`src/rtl/ovf_timer.sv`:
```
module ovf_timer #(
  parameter int W = 8
) (
  input  logic         clk,
  input  logic         rst_n,
  input  logic         tick,
  input  logic         wr_en,
  input  logic [1:0]   addr,
  input  logic [W-1:0] wdata,
  output logic [W-1:0] rdata,
  input  logic         global_ie,
  input  logic         irq_ack,
  output logic [W-1:0] count,
  output logic         ovf_flag,
  output logic         irq
);

  localparam logic [1:0]   A_CNT  = 2'd0;
  localparam logic [1:0]   A_MASK = 2'd1;
  localparam logic [1:0]   A_FLAG = 2'd2;
  localparam logic [W-1:0] TOP    = {W{1'b1}};

  logic [W-1:0] cnt_q;
  logic         mask_q;
  logic         flag_q;

  wire cnt_wr   = wr_en && (addr == A_CNT);
  wire mask_wr  = wr_en && (addr == A_MASK);
  wire flag_clr = irq_ack || (wr_en && (addr == A_FLAG) && wdata[0]);
  wire wrap     = tick && !cnt_wr && (cnt_q == TOP);

  always_ff @(posedge clk or negedge rst_n) begin
    if (!rst_n)
      cnt_q <= '0;
    else if (cnt_wr)
      cnt_q <= wdata;
    else if (tick)
      cnt_q <= cnt_q + 1'b1;
  end

  always_ff @(posedge clk or negedge rst_n) begin
    if (!rst_n)
      mask_q <= 1'b0;
    else if (mask_wr)
      mask_q <= wdata[0];
  end

  always_ff @(posedge clk or negedge rst_n) begin
    if (!rst_n)
      flag_q <= 1'b0;
    else if (wrap)
      flag_q <= 1'b1;
    else if (flag_clr)
      flag_q <= 1'b0;
  end

  always_comb begin
    case (addr)
      A_CNT:   rdata = cnt_q;
      A_MASK:  rdata = {{(W-1){1'b0}}, mask_q};
      A_FLAG:  rdata = {{(W-1){1'b0}}, flag_q};
      default: rdata = '0;
    endcase
  end

  assign count    = cnt_q;
  assign ovf_flag = flag_q;
  assign irq      = global_ie & mask_q & flag_q;

endmodule

```
`config.mk`:
```
export PLATFORM = sky130hd
export DESIGN_NAME = ovf_timer
export DESIGN_NICKNAME = d
export VERILOG_FILES = /design/src/rtl/ovf_timer.sv
export SDC_FILE = /design/constraint.sdc
export NUM_CORES = 1
export LEC_CHECK = 0
export ABC_AREA = 1
export BUFFER_PORTS_ARGS = -buffer_cell sky130_fd_sc_hd__buf_2
export CAP_MARGIN = 15
export CELL_PAD_IN_SITES_DETAIL_PLACEMENT = 0
export CELL_PAD_IN_SITES_GLOBAL_PLACEMENT = 1
export CORE_MARGIN = 2
export CORE_UTILIZATION = 25
export CTS_CLUSTER_SIZE = 40
export DETAILED_ROUTE_END_ITERATION = 7
export HOLD_SLACK_MARGIN = 0.1
export PLACE_DENSITY = 0.74
export SYNTH_ARGS = -nofsm -noshare
export SYNTH_HDL_FRONTEND = slang
export SYNTH_SLANG_ARGS = --single-unit
```
`constraint.sdc`:
```
create_clock -name clk -period 2.9 [get_ports clk]
set_input_delay 0.29 -clock clk [delete_from_list [all_inputs] [get_ports clk]]
set_output_delay 0.29 -clock clk [all_outputs]
set_load 0.005 [all_outputs]
```
==> metrics.md <==
| Metric | Value |
|---|---|
| Vias in the first global route | `slightly below 800` |
| Net Sw Frac | `0.3899` |
| Initial Util | `0.2613` |
| Largest cells by area after synthesis | `dfrtp_1 35%, nand2_1 21%, nand3_1 13%, inv_1 9.4%, nor2_1 6.3%` |
| Vias | `roughly 820` |
| Largest net degree at the start of global routing | `11` |
| Clk buf depth | `2` |
| Share of cells above drive strength 1 | `0.2752` |
| Data required, critical path | `2.61 ns` |
| Final worst path period need | `between 1 and 1.5 ns` |
| Outcome | `complete, no violations` |
| Most frequent cells in the layout | `40 x nand2_1, 33 x buf_2, 18 x inv_1, 18 x nand3_1, 12 x nor2_1` |
| Leakage power | `roughly 0.56 nW` |
| Syn Area/Cell | `~6.4 um^2` |
| Synth warn | `0` |
| Num Clock Sinks | `10` |
| CTS tree | `yes` |
| Hold Violations, Final | `0` |
| Cell Pwr Density | `506.9 mW/mm^2` |
| Sum Neg Setup Slack | `0 ns` |
| Crit start category | `flop` |
| Commonest non-fill, non-tap cell in the layout | `nand2_1` |
| Die Footprint | `about 0.0033 mm^2` |
| Crit Path Category | `reg -> out` |
| Setup Fix Bufs, Post-CTS | `0` |
| Root Driver | `clkbuf_4` |
| Sw Pwr | `~0.19 mW` |
| #FFs+latches synth | `10` |
| WL per Instance | `11.13 um` |
| Crit-path max FO | `5` |
| Layout Skew | `roughly 0.0017 ns` |
| CP endpoint kind | `output pin` |
| Worst Tran Pin Value | `around 0.31 ns` |
| DRT Pass-1 Iters | `5` |
| Combinational Power Share | `0.369` |
| Share of the synthesized area in the top cell type | `0.3472` |
| Drt drc | `0` |
| P&R area growth vs syn | `32.81%` |
| Die extent in y | `between 50 and 60 um` |
| Post-route setup slack | `roughly 1.5 ns` |
| CTS clock-pin slew for the worst setup and hold paths | `approximately 0.070 ns` |
| Initial antenna violation count | `0` |
| Depth of the most critical reg-to-reg path | `6` |
| Final Max Slew Viols | `0` |
| Layout net count | `between 150 and 200` |
| RSZ-0062 raised after global routing | `false` |
| Worst hold stages | `3` |
| Worst-Skew Late Latency | `between 0.2 and 0.3 ns` |
| IO buf count | `33` |
| Mapped Nets | `around 130` |
| Mapped Area | `just over 700 um^2` |
| Largest area contributor in the netlist | `dfrtp_1` |
| Final setup fails | `0` |
| Placement Setup Slack | `about 1.5 ns` |
| Standard-cell row count | `19` |
| Max-cap violations | `0` |
| Io pins | `34` |
| HP Class | `in -> reg` |
| # fillers | `~320` |
| VDD IR-drop max | `~300 uV` |
| Critical Path AT | `1.09 ns` |
| Total gr overflow | `0` |
| Slew margin rel. | `0.7961` |
| GP Congestion | `~0.8` |
| Clock power share | `0.197` |
| CTS Buf Count | `3` |
| Int Pwr | `slightly below 0.3 mW` |
| H-tree levels | `1` |
| Post-route insts no fill | `180` |
| Cell variety after synth | `17` |
| Core Area | `approximately 0.0028 mm^2` |
| Sequential Power Share | `0.434` |
| Vias per std cell | `4.572` |
| Total wire length | `roughly 2.0 mm` |
| GRT Total Usage | `0.1325` |
| Detail Placement HPWL | `about 1.6 mm` |
| Die Span X | `between 50 and 60 um` |
| Post-route ant nets | `0` |
| Diodes inserted | `0` |
| F_max | `approximately 720 MHz` |
| Initial drt markers | `12` |
| Cells after Synth | `112` |
| First-pass GRT wire length | `between 3 and 4 mm` |
| Final core utilization | `0.3471` |
| Placed cell count | `176` |
| Register area share after synthesis | `0.3472` |
| Final period util | `0.4756` |
==> sequential cells by signal, summed over array words and instances, names as in the netlist <==
register	cells
count	8
ovf_flag	1
mask_q	1
==> cells in the mapped netlist <==
| cell | count |
|---|---|
| o21ai_1 | 1 |
| nand4_1 | 1 |
| xor2_1 | 1 |
| o21ai_0 | 3 |
| inv_1 | 18 |
| nand2_1 | 40 |
| a21oi_4 | 1 |
| ha_1 | 1 |
| inv_6 | 1 |
| dfrtp_1 | 10 |
| nor2_1 | 12 |
| nand3b_1 | 1 |
| nor2_4 | 1 |
| nand2_4 | 1 |
| nand3_1 | 18 |
| o211ai_1 | 1 |
| and3_2 | 1 |
==> routing by layer <==
layer | up-vias | wire, um | global-route usage
li1 | 427 | - | -
met5 | - | 0 | 0
met3 | 2 | 125 | 0.03571
met2 | 29 | 956 | 0.2143
met1 | 365 | 907 | 0.1692
met4 | 0 | 15 | 0.04983
==> per-stage QoR <==
stage / power (mW) / area, um^2 / hold slack, ns
finish: 0.4852 / 957.2 / 0.2275
CTS: 0.4947 / 957.2 / 0.2216
floorplan: 0.3105 / 720.7 / -0.005591
global placement: 0.3886 / 924.6 / 0.1744
detailed placement: 0.3935 / 924.6 / 0.1764
global route: 0.5360 / 957.2 / 0.2499
==> logic make-up (layout without fill, tap and decap cells) <==
group / count (synthesis) / after routing / synth area share
flip-flops: 10 / 10 / 0.3472
AO/OA/AOI/OAI: 6 / 6 / 0.06076
XOR/XNOR: 1 / 1 / 0.01215
buffers and inverters: 19 / 56 / 0.1059
adder cells (fa/ha/maj): 1 / 1 / 0.01736
AND/OR/NAND/NOR: 75 / 75 / 0.4566
==> power groups by stage <==
stage / combinational [mW] / sequential [mW] / clock [mW]
floorplan: 0.101 / 0.210 / 0
global placement: 0.176 / 0.213 / 0
detailed placement: 0.180 / 0.213 / 0
CTS: 0.183 / 0.211 / 0.101
global route: 0.208 / 0.218 / 0.110
finish: 0.179 / 0.211 / 0.0955
==> critical path: stages, from the launching register on <==
cell and delay [ns]:
dfrtp_1 0.41, inv_1 0.10, o211ai_1 0.18, buf_2 0.14
==> path summary, 6_finish.rpt <==
check                                  endpoint                 start  slack, ns
max                                    rdata[0]  count[0]$_DFFE_PN0P_       1.52
min in group asynchronous  count[2]$_DFFE_PN0P_                 rst_n       0.42
max reg2reg                count[6]$_DFFE_PN0P_  count[1]$_DFFE_PN0P_       1.77
max in group asynchronous  count[7]$_DFFE_PN0P_                 rst_n       2.28
min reg2reg                count[0]$_DFFE_PN0P_  count[0]$_DFFE_PN0P_       0.57
min                        count[2]$_DFFE_PN0P_              wdata[2]       0.23
==> cell type report <==
cell class / instances / area (um^2) / area share
multi-input cells: 83 / 394.1 / 0.4118
flip-flops and latches: 10 / 250.2 / 0.2614
repair buffers: 34 / 175.2 / 0.1830
inverters: 19 / 76.32 / 0.07974
clock buffers: 3 / 22.52 / 0.02353
well taps: 31 / 38.79 / 0.04052
==> what timing repair did <==
item,in CTS,in global routing
hold buffers,1,0
resized for setup,0,0
endpoints found under the hold margin,10,0
Power figures use the tool's default switching activity.
